<file path="config.mk">
export PLATFORM = sky130hd
export DESIGN_NAME = scr_top
export DESIGN_NICKNAME = d
export VERILOG_FILES = /design/src/rtl/scr_pkg.sv /design/src/rtl/scr_ctrl.sv /design/src/rtl/scr_datapath.sv /design/src/rtl/scr_top.sv
export SDC_FILE = /design/constraint.sdc
export NUM_CORES = 1
export LEC_CHECK = 0
export ABC_AREA = 1
export BUFFER_PORTS_ARGS = -buffer_cell sky130_fd_sc_hd__buf_2
export CELL_PAD_IN_SITES_DETAIL_PLACEMENT = 2
export CELL_PAD_IN_SITES_GLOBAL_PLACEMENT = 2
export CORE_MARGIN = 2
export CORE_UTILIZATION = 37
export DETAILED_ROUTE_END_ITERATION = 12
export HOLD_SLACK_MARGIN = 0.1
export PLACE_DENSITY = 0.75
export SETUP_SLACK_MARGIN = 0.1
export SLEW_MARGIN = 30
export SYNTH_ARGS = -nofsm -noshare
export SYNTH_HDL_FRONTEND = slang
export SYNTH_HIERARCHICAL = 1
export SYNTH_SLANG_ARGS = --single-unit
export TNS_END_PERCENT = 50
</file>
<file path="constraint.sdc">
create_clock -name clk -period 2.2 [get_ports clk]
set_input_delay 0.22 -clock clk [delete_from_list [all_inputs] [get_ports clk]]
set_output_delay 0.22 -clock clk [all_outputs]
set_load 0.03 [all_outputs]
</file>
<file path="src/rtl/scr_pkg.sv">
package scr_pkg;
  localparam int WORD_BITS = 25;

  // control-to-datapath strobes
  typedef struct packed {
    logic shiftEn;
    logic capture;
    logic relatch;
  } scrStrobes_t;

  // bank A (D00 = 0) field positions
  localparam int A_SHUT_LO  = 1;
  localparam int A_SHUT_W   = 9;
  localparam int A_FLD_LO   = 16;
  localparam int A_FLD_W    = 3;
  localparam int A_SMODE    = 19;
  localparam int A_PSAVE    = 20;
  localparam int A_STILL    = 21;
  localparam int A_HOLD     = 22;

  // bank B (D00 = 1) field positions
  localparam int B_PH_LO    = 1;
  localparam int B_PH_N     = 5;
  localparam int B_PH_W     = 3;
  localparam int B_BLKPH_LO = 20;
  localparam int B_BLKPH_W  = 2;
  localparam int B_POL      = 22;
  localparam int B_BLKG     = 23;
  localparam int B_CLPG     = 24;

  typedef struct packed {
    logic [A_SHUT_W-1:0] lines;
    logic [A_FLD_W-1:0]  fields;
  } shutterSet_t;
endpackage

</file>
<file path="src/rtl/scr_ctrl.sv">
module scr_ctrl
  import scr_pkg::*;
#(
  parameter int CAP_DLY = 3,
  parameter int REL_DLY = 5
) (
  input  logic        clk,
  input  logic        rstN,
  input  logic        strobeIn,
  input  logic        shiftClkIn,
  input  logic        dataIn,
  output scrStrobes_t strobes,
  output logic        dataBit,
  output logic        shortWord
);
  localparam int CW = $clog2(REL_DLY + 1);
  localparam int BW = $clog2(WORD_BITS + 1);

  logic [2:0] stbSync;
  logic [2:0] sckSync;
  logic [1:0] datSync;

  always_ff @(posedge clk or negedge rstN) begin
    if (!rstN) begin
      stbSync <= '0;
      sckSync <= '0;
      datSync <= '0;
    end else begin
      stbSync <= {stbSync[1:0], strobeIn};
      sckSync <= {sckSync[1:0], shiftClkIn};
      datSync <= {datSync[0], dataIn};
    end
  end

  logic stbRise, sckRise;
  assign stbRise = stbSync[1] & ~stbSync[2];
  assign sckRise = sckSync[1] & ~sckSync[2];
  assign dataBit = datSync[1];

  // delay counter from strobe edge to capture and relatch
  logic          busy;
  logic [CW-1:0] dlyCnt;

  always_ff @(posedge clk or negedge rstN) begin
    if (!rstN) begin
      busy   <= 1'b0;
      dlyCnt <= '0;
    end else if (stbRise) begin
      busy   <= 1'b1;
      dlyCnt <= CW'(1);
    end else if (busy) begin
      if (dlyCnt == CW'(REL_DLY)) busy <= 1'b0;
      else                        dlyCnt <= dlyCnt + 1'b1;
    end
  end

  logic captureNow;
  assign captureNow = busy && (dlyCnt == CW'(CAP_DLY));

  // bits seen since the last capture, saturating
  logic [BW-1:0] bitCnt;

  always_ff @(posedge clk or negedge rstN) begin
    if (!rstN) begin
      bitCnt    <= '0;
      shortWord <= 1'b0;
    end else if (captureNow) begin
      bitCnt    <= '0;
      shortWord <= (bitCnt != BW'(WORD_BITS));
    end else if (sckRise && bitCnt != BW'(WORD_BITS)) begin
      bitCnt <= bitCnt + 1'b1;
    end
  end

  assign strobes.shiftEn = sckRise;
  assign strobes.capture = captureNow;
  assign strobes.relatch = busy && (dlyCnt == CW'(REL_DLY)) && !shortWord;
endmodule

</file>
<file path="src/rtl/scr_datapath.sv">
module scr_datapath
  import scr_pkg::*;
#(
  parameter int LINE_W     = 10,
  parameter int MODE_LINE  = 3,
  parameter int MON_LINE   = 11,
  parameter int STILL_LINE = 93
) (
  input  logic                     clk,
  input  logic                     rstN,
  input  scrStrobes_t              strobes,
  input  logic                     dataBit,
  input  logic                     lineStart,
  input  logic                     fieldStart,
  output logic [A_SHUT_W-1:0]      shutterLines,
  output logic [A_FLD_W-1:0]       fieldCount,
  output logic                     shutterMode,
  output logic                     powerSave,
  output logic                     stillMode,
  output logic                     readoutHold,
  output logic [B_PH_N*B_PH_W-1:0] phaseSel,
  output logic [B_BLKPH_W-1:0]     blankPhase,
  output logic                     polarityPos,
  output logic                     blankGate,
  output logic                     clampGate
);
  logic [WORD_BITS-1:0] shiftReg, holdReg;

  always_ff @(posedge clk or negedge rstN) begin
    if (!rstN) begin
      shiftReg <= '0;
      holdReg  <= '0;
    end else begin
      if (strobes.shiftEn) shiftReg <= {dataBit, shiftReg[WORD_BITS-1:1]};
      if (strobes.capture) holdReg  <= shiftReg;
    end
  end

  logic relA, relB;
  assign relA = strobes.relatch & ~holdReg[0];
  assign relB = strobes.relatch &  holdReg[0];

  // bank B: all fields immediate
  for (genvar g = 0; g < B_PH_N; g++) begin : g_phase
    always_ff @(posedge clk or negedge rstN) begin
      if (!rstN)     phaseSel[g*B_PH_W +: B_PH_W] <= '0;
      else if (relB) phaseSel[g*B_PH_W +: B_PH_W] <= holdReg[B_PH_LO + g*B_PH_W +: B_PH_W];
    end
  end

  always_ff @(posedge clk or negedge rstN) begin
    if (!rstN) begin
      blankPhase  <= '0;
      polarityPos <= 1'b0;
      blankGate   <= 1'b0;
      clampGate   <= 1'b0;
    end else if (relB) begin
      blankPhase  <= holdReg[B_BLKPH_LO +: B_BLKPH_W];
      polarityPos <= holdReg[B_POL];
      blankGate   <= holdReg[B_BLKG];
      clampGate   <= holdReg[B_CLPG];
    end
  end

  // bank A immediate fields
  always_ff @(posedge clk or negedge rstN) begin
    if (!rstN) begin
      shutterMode <= 1'b0;
      powerSave   <= 1'b0;
      readoutHold <= 1'b0;
    end else if (relA) begin
      shutterMode <= holdReg[A_SMODE];
      powerSave   <= holdReg[A_PSAVE];
      readoutHold <= holdReg[A_HOLD];
    end
  end

  // line counter
  logic [LINE_W-1:0] lineCnt, nextLine;
  assign nextLine = (lineCnt == '1) ? lineCnt : lineCnt + 1'b1;

  always_ff @(posedge clk or negedge rstN) begin
    if (!rstN)           lineCnt <= '0;
    else if (fieldStart) lineCnt <= '0;
    else if (lineStart)  lineCnt <= nextLine;
  end

  logic lineStep, modeHit, shutHit;
  logic [LINE_W-1:0] shutTarget;
  assign lineStep   = lineStart & ~fieldStart;
  assign shutTarget = stillMode ? LINE_W'(STILL_LINE) : LINE_W'(MON_LINE);
  assign modeHit    = lineStep && (nextLine == LINE_W'(MODE_LINE));
  assign shutHit    = lineStep && (nextLine == shutTarget);

  // deferred bank A fields
  logic        pendStill, pendStillVld;
  shutterSet_t pendShut;
  logic        pendShutVld;

  always_ff @(posedge clk or negedge rstN) begin
    if (!rstN) begin
      stillMode    <= 1'b0;
      pendStill    <= 1'b0;
      pendStillVld <= 1'b0;
    end else begin
      if (modeHit && pendStillVld) begin
        stillMode    <= pendStill;
        pendStillVld <= 1'b0;
      end
      if (relA) begin
        pendStill    <= holdReg[A_STILL];
        pendStillVld <= 1'b1;
      end
    end
  end

  always_ff @(posedge clk or negedge rstN) begin
    if (!rstN) begin
      shutterLines <= '0;
      fieldCount   <= '0;
      pendShut     <= '0;
      pendShutVld  <= 1'b0;
    end else begin
      if (shutHit && pendShutVld) begin
        shutterLines <= pendShut.lines;
        fieldCount   <= pendShut.fields;
        pendShutVld  <= 1'b0;
      end
      if (relA) begin
        pendShut.lines  <= holdReg[A_SHUT_LO +: A_SHUT_W];
        pendShut.fields <= holdReg[A_FLD_LO +: A_FLD_W];
        pendShutVld     <= 1'b1;
      end
    end
  end
endmodule

</file>
<file path="src/rtl/scr_top.sv">
module scr_top
  import scr_pkg::*;
#(
  parameter int CAP_DLY    = 3,
  parameter int REL_DLY    = 5,
  parameter int LINE_W     = 10,
  parameter int MODE_LINE  = 3,
  parameter int MON_LINE   = 11,
  parameter int STILL_LINE = 93
) (
  input  logic        clk,
  input  logic        rstN,
  input  logic        strobeIn,
  input  logic        shiftClkIn,
  input  logic        dataIn,
  input  logic        lineStart,
  input  logic        fieldStart,
  output logic [8:0]  shutterLines,
  output logic [2:0]  fieldCount,
  output logic        shutterMode,
  output logic        powerSave,
  output logic        stillMode,
  output logic        readoutHold,
  output logic [14:0] phaseSel,
  output logic [1:0]  blankPhase,
  output logic        polarityPos,
  output logic        blankGate,
  output logic        clampGate,
  output logic        shortWord
);
  scrStrobes_t strobes;
  logic        dataBit;
  logic        capturePulse, relatchPulse;

  assign capturePulse = strobes.capture;
  assign relatchPulse = strobes.relatch;

  scr_ctrl #(.CAP_DLY(CAP_DLY), .REL_DLY(REL_DLY)) ctrl_i (
    .clk(clk), .rstN(rstN), .strobeIn(strobeIn), .shiftClkIn(shiftClkIn),
    .dataIn(dataIn), .strobes(strobes), .dataBit(dataBit), .shortWord(shortWord)
  );

  scr_datapath #(
    .LINE_W(LINE_W), .MODE_LINE(MODE_LINE), .MON_LINE(MON_LINE), .STILL_LINE(STILL_LINE)
  ) dp_i (
    .clk(clk), .rstN(rstN), .strobes(strobes), .dataBit(dataBit),
    .lineStart(lineStart), .fieldStart(fieldStart),
    .shutterLines(shutterLines), .fieldCount(fieldCount), .shutterMode(shutterMode),
    .powerSave(powerSave), .stillMode(stillMode), .readoutHold(readoutHold),
    .phaseSel(phaseSel), .blankPhase(blankPhase), .polarityPos(polarityPos),
    .blankGate(blankGate), .clampGate(clampGate)
  );
endmodule

</file>
==> out/qor.log, run 1 <==
qor: outcome.status completed
qor: grt.grt_start_max_net_pins 130
qor: worst_hold_path.timing.hold.worst.class in2reg
qor: grt.global_route.overflow_total 0
qor: detailed_routing.detail_route.wirelength 13470 um
qor: die.floorplan.initialDensity 38.31%
qor: clocking.cts_htree_levels 4
qor: grt.grt_util_all_layers 18.68%
qor: detailed_routing.routed-wl-met2 6916 um
qor: final_layout.postLayoutCoreUtil 46.84%
qor: sta.worst_pin_slew 0.7155 ns
qor: logic_synthesis.yosys_most_used_dff sky130_fd_sc_hd__dfrtp_1
qor: logic_synthesis.synthesis.nets 600
qor: clocking.clock_sink_count 129
qor: sta.final-hold-violation-count 0
qor: sta.finClkSkew 0.009014 ns
qor: die.die_w 124.3 um
qor: logic_synthesis.ys_async_sr_fraction 100.0%
qor: detailed_routing.num_vias 4129
qor: logic_synthesis.synth_edf_count 0
qor: logic_synthesis.ys_top_cells_by_area sky130_fd_sc_hd__dfrtp_1 60%, sky130_fd_sc_hd__nand2_1 11%, sky130_fd_sc_hd__o21ai_0 7.8%
qor: sta.rsz0062_at_grt yes
qor: detailed_routing.maxUsedRoutingLayer met4
qor: sta.tns 0 ns
qor: detailed_routing.post_drt_via_cell_ratio 4.921
qor: run.cap_violations 0
qor: die.design.die.area 15460 um^2
qor: clocking.clk_latency 0.42 ns
qor: detailed_routing.first_pass_iteration_count_of_the_detailed_router 4
qor: sta.timing.final.setup_violations 0
qor: place.gpl.final_weighted_congestion 0.8073
qor: die.core_region_area 13990 um^2
qor: final_layout.fin_area 6553 um^2
qor: grt.grt_pass1_wl 23320 um
qor: sta.worst_slew_margin_rel 52.30%
qor: place.pre_cts_ws -0.03875 ns
qor: power.power_leakage 0.003218 uW
qor: grt.antenna_found_initial 0
qor: critical_path.crit_fanout 6
qor: logic_synthesis.post-synth-top-count-cell sky130_fd_sc_hd__nand2_1
qor: sta.slew_violations 0
qor: logic_synthesis.synth-seq-area-share 60.24%
qor: clocking.cts_tree yes
qor: sta.final.period_utilization 93.86%
qor: detailed_routing.routed_wire_length_per_instance 16.05 um
qor: logic_synthesis.netlist.area_leader.share 60.24%
qor: logic_synthesis.post-synth-top-area-cell sky130_fd_sc_hd__dfrtp_1
qor: final_layout.final_layout_size_suffix_gt1_share 18.06%
qor: final_layout.insertedDiodeCount 0
qor: final_layout.area.growth.synth_to_final 22.27%
qor: sta.setup_slack 0.1350 ns
qor: logic_synthesis.yosys_warnings 6
qor: detailed_routing.antenna_violating_nets_post_route 0
qor: clocking.clk_path_buf_depth 2
qor: critical_path.required 2.51 ns
qor: logic_synthesis.synth.avg_cell_area 9.129 um^2
qor: logic_synthesis.syn-cell-area 5359 um^2
qor: place.hpwl 8699 um
qor: detailed_routing.detail_route.wirelength.met1 5971 um
qor: critical_path.worst_setup_path_start_kind flip-flop
qor: logic_synthesis.top_cell_types_by_occurrence_after_synthesis 153 x sky130_fd_sc_hd__nand2_1, 129 x sky130_fd_sc_hd__dfrtp_1, 84 x sky130_fd_sc_hd__o21ai_0
qor: clocking.cell_at_the_root_of_the_clock_tree sky130_fd_sc_hd__clkbuf_16
qor: clocking.clock_buffers_created_by_tritoncts 17
qor: detailed_routing.met3_length 405 um
qor: place.portBuffers 43
qor: die.ios 44
qor: power.power-per-cell-area 1176 nW/um^2
qor: place.detailed_place.area 5777 um^2
qor: sta.fin_crit 2.065 ns
qor: logic_synthesis.synthCells 587
qor: final_layout.finalNetCount 660
qor: die.die_h 124.3 um
qor: logic_synthesis.synth_cell_type_count 31
qor: detailed_routing.drtIter0Drc 187
qor: grt.via_count_of_the_first_global_routing_pass 4591
qor: power.design_power_total 7707 uW
qor: critical_path.crit_path_end_kind flip-flop
qor: clocking.cts.reportedPaths.clkPinSlew 0.06 ns
qor: power.vdd_drop_max 0.5522 mV
qor: logic_synthesis.ys_ff_latch 129
qor: die.num_rows 43
qor: critical_path.worstSetupPathType reg2reg
qor: critical_path.worst-endpoint-arrival 2.37 ns
qor: sta.max_clock_freq 484.3 MHz
qor: detailed_routing.final_routed_drc_violation_total 0
## layout make-up
cell class	count	area, um^2
fillers	1552	7436
multi-input cells	362	1797
clock inverters	8	126.4
well taps	180	225.2
inverters	74	277.8
clock buffers	23	488.0
flip-flops and latches	129	3228
repair buffers	63	410.4
## cells by family after synthesis
group	count (synthesis)	share of synthesized area, %
fa+ha+maj	6	1.401
buf+inv	98	7.518
simple gates	241	19.45
flops	129	60.24
mux	2	0.4202
compound gates	109	10.65
xor+xnor	2	0.3269
## state kept, by name, indices dropped and copies added (netlist names), 2 cells and up
signal and flops:
ctrl_i/sckSync 3, ctrl_i/dlyCnt 3, dp_i/lineCnt 10, dp_i/pendShut 12, dp_i/shutterLines 9, ctrl_i/stbSync 3, dp_i/blankPhase 2, dp_i/shiftReg 25
dp_i/phaseSel 15, dp_i/holdReg 25, ctrl_i/datSync 2, ctrl_i/bitCnt 5, dp_i/fieldCount 3
## cell usage in the layout (no fill, tap or decap), types with 6 or more instances in the layout
master	Yosys	routed
sky130_fd_sc_hd__nand2_1	153	151
sky130_fd_sc_hd__dfrtp_1	129	129
sky130_fd_sc_hd__o21ai_0	84	84
sky130_fd_sc_hd__inv_1	71	71
sky130_fd_sc_hd__buf_2	1	42
sky130_fd_sc_hd__nand3_1	39	38
sky130_fd_sc_hd__nor2_1	27	25
sky130_fd_sc_hd__clkbuf_16	0	17
sky130_fd_sc_hd__a21oi_1	15	13
sky130_fd_sc_hd__buf_4	3	13
sky130_fd_sc_hd__o22ai_1	7	7
sky130_fd_sc_hd__nand2_2	5	6
## through the flow
step / hold slack (ns) / std cells
6_report: 0.1285 / 839
5_1_grt: 0.1549 / 839
4_1_cts: 0.1027 / 834
3_5_place_dp: 0.3306 / 795
3_3_place_gp: 0.3295 / 795
2_1_floorplan: -0.07559 / 587
## worst max-delay path: stages (launching register included)
cell and delay, ns:
sky130_fd_sc_hd__dfrtp_1 0.37, sky130_fd_sc_hd__ha_2 0.23, sky130_fd_sc_hd__nand2_4 0.08, sky130_fd_sc_hd__o21ai_0 0.29, sky130_fd_sc_hd__nand2_1 0.13, sky130_fd_sc_hd__nand2_1 0.10
sky130_fd_sc_hd__nand3_1 0.09, sky130_fd_sc_hd__nand2_1 0.09, sky130_fd_sc_hd__nand2_2 0.07, sky130_fd_sc_hd__nor2_4 0.20, sky130_fd_sc_hd__nand2_2 0.13, sky130_fd_sc_hd__nand2_1 0.10
sky130_fd_sc_hd__nand2_1 0.06
## report_power, final
group	internal [uW]	leakage (uW)	switching [uW]
combinational	490	0.00127	1040
clock	1900	0.000292	1030
sequential	2930	0.00166	316
## per-layer routing
layer	GRT usage, %	vias up
met5	0	-
met4	6.015	0
met3	4.768	16
met2	31.69	53
met1	23.38	2072
li1	-	1988
## worst paths after layout
path | startpoint | endpoint | cells past startpoint | slack, ns
max | dp_i/lineCnt[0]$_DFFE_PN0P_ | dp_i/shutterLines[8]$_DFFE_PN0P_ | 12 | 0.13
min | fieldStart | dp_i/lineCnt[8]$_DFFE_PN0P_ | 4 | 0.13
max reg2reg | dp_i/lineCnt[0]$_DFFE_PN0P_ | dp_i/shutterLines[8]$_DFFE_PN0P_ | 12 | 0.13
min reg2reg | ctrl_i/sckSync[0]$_DFF_PN0_ | ctrl_i/sckSync[1]$_DFF_PN0_ | 0 | 0.35
max in group asynchronous | rstN | ctrl_i/sckSync[0]$_DFF_PN0_ | 3 | 1.22
min in group asynchronous | rstN | dp_i/lineCnt[9]$_DFFE_PN0P_ | 3 | 0.42
## what timing repair did
action | 4_1_cts | 5_1_grt
hold buffers | 4 | 0
setup buffers | 3 | 3
cloned | 1 | 2
pin swaps | 2 | 10
endpoints found under the hold margin | 132 | 0
endpoints found under the setup margin | 13 | 14
gates resized for setup | 5 | 9
Note: power is estimated with default switching activity, not from simulation.
==> run 2, diff against run 1 <==
Settings changed: BUFFER_PORTS_ARGS -buffer_cell sky130_fd_sc_hd__buf_2 to default, CORE_UTILIZATION 37 to 39, DONT_BUFFER_PORTS from default to 1, PLACE_DENSITY 0.75 to 0.74.
==> out/qor.log, run 2 (synthesis results as in run 1) <==
qor: critical_path.worst-endpoint-arrival 2.40 ns [was 2.37 ns]
qor: clocking.cts_htree_levels 4 [unchanged]
qor: place.gpl.final_weighted_congestion 0.8565 [was 0.8073]
qor: power.cellInternalPower 5056 uW [was 5314 uW]
qor: detailed_routing.num_vias 4047 [was 4129]
qor: critical_path.sequence_of_cells_on_the_critical_path ha_4 > nand2_4 > nor2_4 > nand3_4 > nand2_4 > nand3_4 > nor2_4 > nand3_2 > nor2_4 > nand2_4 > nand2_1 > nand2_1 [was ha_2 > nand2_4 > o21ai_0 > nand2_1 > nand2_1 > nand3_1 > nand2_1 > nand2_2 > nor2_4 > nand2_2 > nand2_1 > nand2_1]
qor: detailed_routing.drtIter0Drc 176 [was 187]
qor: sta.slew_violations 0 [unchanged]
qor: critical_path.cpMaxStageDelayCell sky130_fd_sc_hd__dfrtp_1 [unchanged]
qor: detailed_routing.detail_route.wirelength 14230 um [was 13470 um]
qor: clocking.cts.reportedPaths.clkPinSlew 0.05 ns [was 0.06 ns]
qor: final_layout.layout_commonest_cell sky130_fd_sc_hd__nand2_1 [unchanged]
qor: critical_path.worst_setup_path_start_kind flip-flop [unchanged]
qor: run.cap_violations 0 [unchanged]
qor: sta.rsz0062_at_grt yes [unchanged]
qor: sta.timing.final.setup_violations 0 [unchanged]
qor: grt.antenna_found_initial 0 [unchanged]
qor: power.pwr-share-clk 36.5% [was 38.0%]
qor: sta.fin_crit 2.101 ns [was 2.065 ns]
qor: die.ios 44 [unchanged]
qor: grt.via_count_of_the_first_global_routing_pass 4500 [was 4591]
qor: die.die_w 121.2 um [was 124.3 um]
qor: grt.global_route.overflow_total 0 [unchanged]
qor: die.design.die.area 14690 um^2 [was 15460 um^2]
qor: detailed_routing.routed_wire_length_per_instance 18.08 um [was 16.05 um]
qor: detailed_routing.antenna_violating_nets_post_route 0 [unchanged]
qor: sta.final-hold-violation-count 129 [was 0]
qor: worst_hold_path.timing.hold.worst.class in2async [was in2reg]
qor: power.vdd_drop_max 0.5055 mV [was 0.5522 mV]
qor: power.pwr-share-comb 16.2% [was 19.9%]
qor: final_layout.insertedDiodeCount 0 [unchanged]
qor: place.portBuffers 0 [was 43]
qor: critical_path.crit_path_max_incr_delay 0.40 ns [was 0.37 ns]
qor: final_layout.area.growth.synth_to_final 17.91% [was 22.27%]
qor: power.power_switching 2322 uW [was 2393 uW]
qor: die.num_rows 42 [was 43]
qor: critical_path.path_delay_family simple AND/OR/NAND/NOR gates [unchanged]
qor: critical_path.required 2.50 ns [was 2.51 ns]
qor: detailed_routing.first_pass_iteration_count_of_the_detailed_router 6 [was 4]
qor: detailed_routing.final_routed_drc_violation_total 0 [unchanged]
qor: grt.grt_start_max_net_pins 130 [unchanged]
qor: grt.grt_util_all_layers 21.09% [was 18.68%]
qor: sta.finClkSkew 0.004997 ns [was 0.009014 ns]
qor: die.die_h 121.2 um [was 124.3 um]
qor: final_layout.registers_with_the_most_flip_flops dp_i/holdReg (25), dp_i/shiftReg (25), dp_i/phaseSel (15) [unchanged]
qor: outcome.failed_checks hold timing
qor: power.design_power_total 7378 uW [was 7707 uW]
qor: power.power-per-cell-area 1168 nW/um^2 [was 1176 nW/um^2]
qor: critical_path.crit_fanout 6 [unchanged]
qor: critical_path.timing.critical_path.buf_inv 0 [unchanged]
qor: power.pwr-share-seq 47.3% [was 42.1%]
qor: outcome.status finished, violations left [was completed]
qor: sta.final.period_utilization 95.49% [was 93.86%]
qor: place.hpwl 8688 um [was 8699 um]
qor: clocking.cell_at_the_root_of_the_clock_tree sky130_fd_sc_hd__clkbuf_16 [unchanged]
qor: die.core_region_area 13350 um^2 [was 13990 um^2]
qor: clocking.clk_path_buf_depth 2 [unchanged]
qor: clocking.post_cts_hold_buffer_count 6 [was 4]
qor: final_layout.final_layout_size_suffix_gt1_share 12.77% [was 18.06%]
qor: sta.final.hold.worst_slack -0.5070 ns [was 0.1285 ns]
qor: critical_path.worstSetupPathType reg2reg [unchanged]
qor: clocking.clock_sink_count 129 [unchanged]
qor: critical_path.crit_path_end_kind flip-flop [unchanged]
qor: power.power_leakage 0.002959 uW [was 0.003218 uW]
qor: die.floorplan.initialDensity 40.15% [was 38.31%]
qor: final_layout.mostFrequentLayoutCells 145 x sky130_fd_sc_hd__nand2_1, 129 x sky130_fd_sc_hd__dfrtp_1, 82 x sky130_fd_sc_hd__o21ai_0 [was 151 x sky130_fd_sc_hd__nand2_1, 129 x sky130_fd_sc_hd__dfrtp_1, 84 x sky130_fd_sc_hd__o21ai_0]
qor: clocking.clock_buffers_created_by_tritoncts 17 [unchanged]
qor: power.power.share.switching 31.47% [was 31.05%]
qor: clocking.clk_latency 0.42 ns [about the same]
qor: sta.tns 0 ns [unchanged]
qor: sta.max_clock_freq 476.0 MHz [was 484.3 MHz]
qor: grt.grt_pass1_wl 23600 um [was 23320 um]
qor: sta.worst_pin_slew 0.5737 ns [was 0.7155 ns]
qor: clocking.cts_tree yes [unchanged]
qor: detailed_routing.post_drt_via_cell_ratio 5.142 [was 4.921]
qor: final_layout.postLayoutCoreUtil 47.34% [was 46.84%]
qor: final_layout.finalNetCount 616 [was 660]
qor: sta.worst_slew_margin_rel 61.76% [was 52.30%]
==> run 2: power groups by stage <==
stage               Clock, uW  Sequential [uW]  Combinational, uW
detailed placement          0             3510               1160
CTS                      2740             3490               1220
global placement            0             3480               1060
finish                   2690             3490               1200
floorplan                   0             3390                882
global route             2850             3560               1410
==> run 2: cell type report <==
cell class              instances  area [um^2]
flip-flops and latches        129         3228
clock buffers                  21        470.5
fillers                      1434         7029
well taps                     176        220.2
multi-input cells             362         1859
repair buffers                 19        177.7
clock inverters                 6        85.08
inverters                      74        277.8
==> run 2: stage by stage <==
stage	cells	setup WS, ns	hold slack (ns)	instance area [um^2]
2_1_floorplan	587	0.3355	-0.07559	5359
3_3_place_gp	747	0.1310	-0.07149	5534
3_5_place_dp	747	-0.1063	-0.07134	5534
4_1_cts	787	0.09084	-0.5128	6269
5_1_grt	787	-0.04317	-0.5264	6319
6_report	787	0.09921	-0.5070	6319
==> run 2: worst paths after layout <==
check                                            start                                to  slack (ns)  depth (start not counted)
hold reg to reg            ctrl_i/sckSync[0]$_DFF_PN0_       ctrl_i/sckSync[1]$_DFF_PN0_        0.35                          0
hold / removal                                    rstN       dp_i/lineCnt[8]$_DFFE_PN0P_       -0.51                          0
max in group asynchronous                         rstN  dp_i/shutterLines[5]$_DFFE_PN0P_        2.53                          0
setup reg to reg           dp_i/lineCnt[1]$_DFFE_PN0P_  dp_i/shutterLines[0]$_DFFE_PN0P_         0.1                         12
min in group clk                            fieldStart       dp_i/lineCnt[4]$_DFFE_PN0P_        0.19                          4
setup / recovery           dp_i/lineCnt[1]$_DFFE_PN0P_  dp_i/shutterLines[0]$_DFFE_PN0P_         0.1                         12
==> run 2: timing repair <==
item	in CTS	in global routing
pin swaps	5	9
hold endpoints to repair	134	129
setup buffers	4	0
endpoints found under the setup margin	15	20
gates cloned	3	0
gates resized for setup	17	14
==> run 2: per-layer routing <==
layer	part of all wire (%)	global-route usage (%)	vias up
met5	0	0	-
met4	2.1	8.046	0
met3	3.5	5.592	28
met2	52	36.45	61
met1	42	25.13	2064
li1	-	-	1894
==> run 3, diff against run 2 <==
Settings changed: RECOVER_POWER from default to 100.
==> out/qor.log, run 3 (synthesis results as in run 1) <==
qor: outcome.status finished, violations left [unchanged]
qor: outcome.failed_checks hold timing [unchanged]
qor: grt.grt_start_max_net_pins 130 [unchanged]
qor: clocking.cell_at_the_root_of_the_clock_tree sky130_fd_sc_hd__clkbuf_16 [unchanged]
qor: clocking.cts_tree yes [unchanged]
qor: clocking.cts_htree_levels 4 [unchanged]
qor: sta.max_clock_freq 476.0 MHz [unchanged]
qor: die.core_region_area 13350 um^2 [unchanged]
qor: grt.grt_util_all_layers 21.09% [unchanged]
qor: power.power-per-cell-area 1170 nW/um^2 [was 1168 nW/um^2]
qor: detailed_routing.num_vias 4048 [was 4047]
qor: die.ios 44 [unchanged]
qor: die.die_w 121.2 um [unchanged]
qor: clocking.post_cts_hold_buffer_count 6 [unchanged]
qor: power.power_leakage 0.002955 uW [was 0.002959 uW]
qor: grt.via_count_of_the_first_global_routing_pass 4500 [unchanged]
qor: sta.final-hold-violation-count 129 [unchanged]
qor: final_layout.area.growth.synth_to_final 17.46% [was 17.91%]
qor: critical_path.setup.worst_path.start dp_i/lineCnt[1]$_DFFE_PN0P_ [unchanged]
qor: sta.final.hold.worst_slack -0.5059 ns [was -0.5070 ns]
qor: detailed_routing.final_routed_drc_violation_total 0 [unchanged]
qor: die.design.die.area 14690 um^2 [unchanged]
qor: critical_path.sequence_of_cells_on_the_critical_path ha_4 > nand2_4 > nor2_4 > nand3_4 > nand2_4 > nand3_4 > nor2_4 > nand3_2 > nor2_4 > nand2_4 > nand2_1 > nand2_1 [unchanged]
qor: critical_path.cp-endpoint dp_i/shutterLines[0]$_DFFE_PN0P_ [unchanged]
qor: power.design_power_total 7366 uW [was 7378 uW]
qor: critical_path.worstRegToRegCells 12 [unchanged]
qor: place.hpwl 8688 um [unchanged]
qor: sta.rsz0062_at_grt yes [unchanged]
qor: sta.final.period_utilization 95.49% [about the same]
qor: critical_path.timing.rr.start dp_i/lineCnt[1]$_DFFE_PN0P_ [unchanged]
qor: worst_hold_path.timing.hold.worst.class in2async [unchanged]
qor: critical_path.worst-endpoint-arrival 2.40 ns [about the same]
qor: grt.global_route.overflow_total 0 [unchanged]
qor: detailed_routing.detail_route.wirelength.met1 6044 um [was 6033 um]
qor: critical_path.required 2.50 ns [about the same]
qor: critical_path.worst_setup_path_start_kind flip-flop [unchanged]
qor: critical_path.cpMaxStageDelayCell sky130_fd_sc_hd__dfrtp_1 [unchanged]
qor: critical_path.crit_path_end_kind flip-flop [unchanged]
qor: sta.finClkSkew 0.005303 ns [was 0.004997 ns]
qor: clocking.clk_path_buf_depth 2 [unchanged]
qor: critical_path.crit_fanout 6 [unchanged]
qor: critical_path.path_delay_family simple AND/OR/NAND/NOR gates [unchanged]
qor: final_layout.final_layout_size_suffix_gt1_share 12.44% [was 12.77%]
qor: critical_path.rr_endpoint dp_i/shutterLines[0]$_DFFE_PN0P_ [unchanged]
qor: clocking.clock_sink_count 129 [unchanged]
qor: place.portBuffers 0 [unchanged]
qor: run.cap_violations 0 [unchanged]
qor: final_layout.fillerInstances 1434 [unchanged]
qor: clocking.clock_buffers_created_by_tritoncts 17 [unchanged]
qor: detailed_routing.antenna_violating_nets_post_route 0 [unchanged]
qor: sta.slew_violations 0 [unchanged]
qor: final_layout.finalNetCount 616 [unchanged]
qor: detailed_routing.detail_route.wirelength 14250 um [was 14230 um]
qor: grt.antenna_found_initial 0 [unchanged]
qor: clocking.clk_latency 0.42 ns [about the same]
qor: clocking.cts.reportedPaths.clkPinSlew 0.05 ns [about the same]
qor: detailed_routing.post_drt_via_cell_ratio 5.144 [was 5.142]
qor: detailed_routing.routed_wire_length_per_instance 18.11 um [was 18.08 um]
qor: final_layout.insertedDiodeCount 0 [unchanged]
qor: detailed_routing.drtIter0Drc 175 [was 176]
qor: critical_path.worstSetupPathType reg2reg [unchanged]
qor: critical_path.worst_r2r_setup_slack 0.1 ns [about the same]
qor: critical_path.timing.critical_path.buf_inv 0 [unchanged]
qor: critical_path.path_depth 12 [unchanged]
qor: detailed_routing.first_pass_iteration_count_of_the_detailed_router 4 [was 6]
qor: sta.worst_pin_slew 0.9046 ns [was 0.5737 ns]
qor: final_layout.layout_commonest_cell sky130_fd_sc_hd__nand2_1 [unchanged]
qor: critical_path.crit_path_max_incr_delay 0.40 ns [about the same]
qor: detailed_routing.met3_length 528 um [was 502 um]
qor: sta.timing.final.setup_violations 0 [unchanged]
qor: detailed_routing.maxUsedRoutingLayer met4 [unchanged]
qor: final_layout.mostFrequentLayoutCells 145 x sky130_fd_sc_hd__nand2_1, 129 x sky130_fd_sc_hd__dfrtp_1, 82 x sky130_fd_sc_hd__o21ai_0 [unchanged]
qor: power.vdd_drop_max 0.5059 mV [was 0.5055 mV]
qor: final_layout.registers_with_the_most_flip_flops dp_i/holdReg (25), dp_i/shiftReg (25), dp_i/phaseSel (15) [unchanged]
qor: die.floorplan.initialDensity 40.15% [unchanged]
qor: sta.fin_crit 2.101 ns [about the same]
qor: place.gpl.final_weighted_congestion 0.8565 [unchanged]
qor: grt.grt_pass1_wl 23600 um [unchanged]
qor: sta.worst_slew_margin_rel 39.47% [was 61.76%]
qor: die.num_rows 42 [unchanged]
qor: detailed_routing.routed-wl-met2 7371 um [was 7390 um]
qor: die.die_h 121.2 um [unchanged]
run 3: cell types whose count changed in the layout (fill, tap and decap cells not counted):
| cell | before | now |
|---|---|---|
| sky130_fd_sc_hd__clkbuf_2 | 0 | 2 |
| sky130_fd_sc_hd__buf_4 | 10 | 8 |
| sky130_fd_sc_hd__nor2_1 | 23 | 24 |
| sky130_fd_sc_hd__o21ai_4 | 1 | 0 |
| sky130_fd_sc_hd__o21ai_1 | 2 | 3 |
| sky130_fd_sc_hd__nor2_4 | 7 | 6 |
run 3: layout make-up:
type | instances | area (um^2) | area share, %
Tap cell | 176 | 220.2 | 3.498
Timing Repair Buffer | 19 | 172.7 | 2.743
Inverter | 74 | 277.8 | 4.413
Clock inverter | 6 | 85.08 | 1.352
Multi-Input combinational cell | 362 | 1841 | 29.24
Sequential cell | 129 | 3228 | 51.28
Clock buffer | 21 | 470.5 | 7.474
run 3: stage by stage:
| step | cell area, um^2 | instances | utilization [%] | TNS, ns | setup slack (ns) |
|---|---|---|---|---|---|
| floorplan | 5359 | 587 | - | 0 | 0.3355 |
| global placement | 5534 | 747 | 41.46 | 0 | 0.1310 |
| detailed placement | 5534 | 747 | 41.46 | -1.027 | -0.1063 |
| CTS | 6269 | 787 | 46.96 | 0 | 0.09084 |
| global route | 6295 | 787 | 47.16 | -0.2396 | -0.04317 |
| finish | 6295 | 787 | 47.16 | 0 | 0.09921 |
run 3: repair_timing:
item                                    4_1_cts  5_1_grt
gates cloned                                  3        0
endpoints found under the setup margin       15       20
pin swaps                                     5        9
setup buffers                                 4        0
resized for setup                            17       14
hold endpoints to repair                    134      129
run 3: how the worst min path moves through the flow:
stage | endpoint | slack, ns | depth (start not counted)
floorplan | ctrl_i/bitCnt[0]$_DFFE_PN0P_ | -0.08 | 0
global placement | dp_i/lineCnt[9]$_DFFE_PN0P_ | -0.07 | 0
detailed placement | dp_i/lineCnt[7]$_DFFE_PN0P_ | -0.07 | 0
CTS | dp_i/lineCnt[7]$_DFFE_PN0P_ | -0.51 | 0
global route | ctrl_i/stbSync[0]$_DFF_PN0_ | -0.53 | 0
finish | dp_i/lineCnt[8]$_DFFE_PN0P_ | -0.51 | 0
run 3: report_power, final:
| part | internal, uW | leakage, uW | switching [uW] |
|---|---|---|---|
| registers | 2930 | 0.00166 | 563 |
| clock network | 1720 | 0.000269 | 974 |
| logic | 409 | 0.00103 | 776 |
run 3: per-layer routing:
metal  vias up  GRT usage, %
li1       1895             -
met1      2062         25.13
met2        64         36.45
met3        27         5.592
met4         0         8.046
met5         -             0
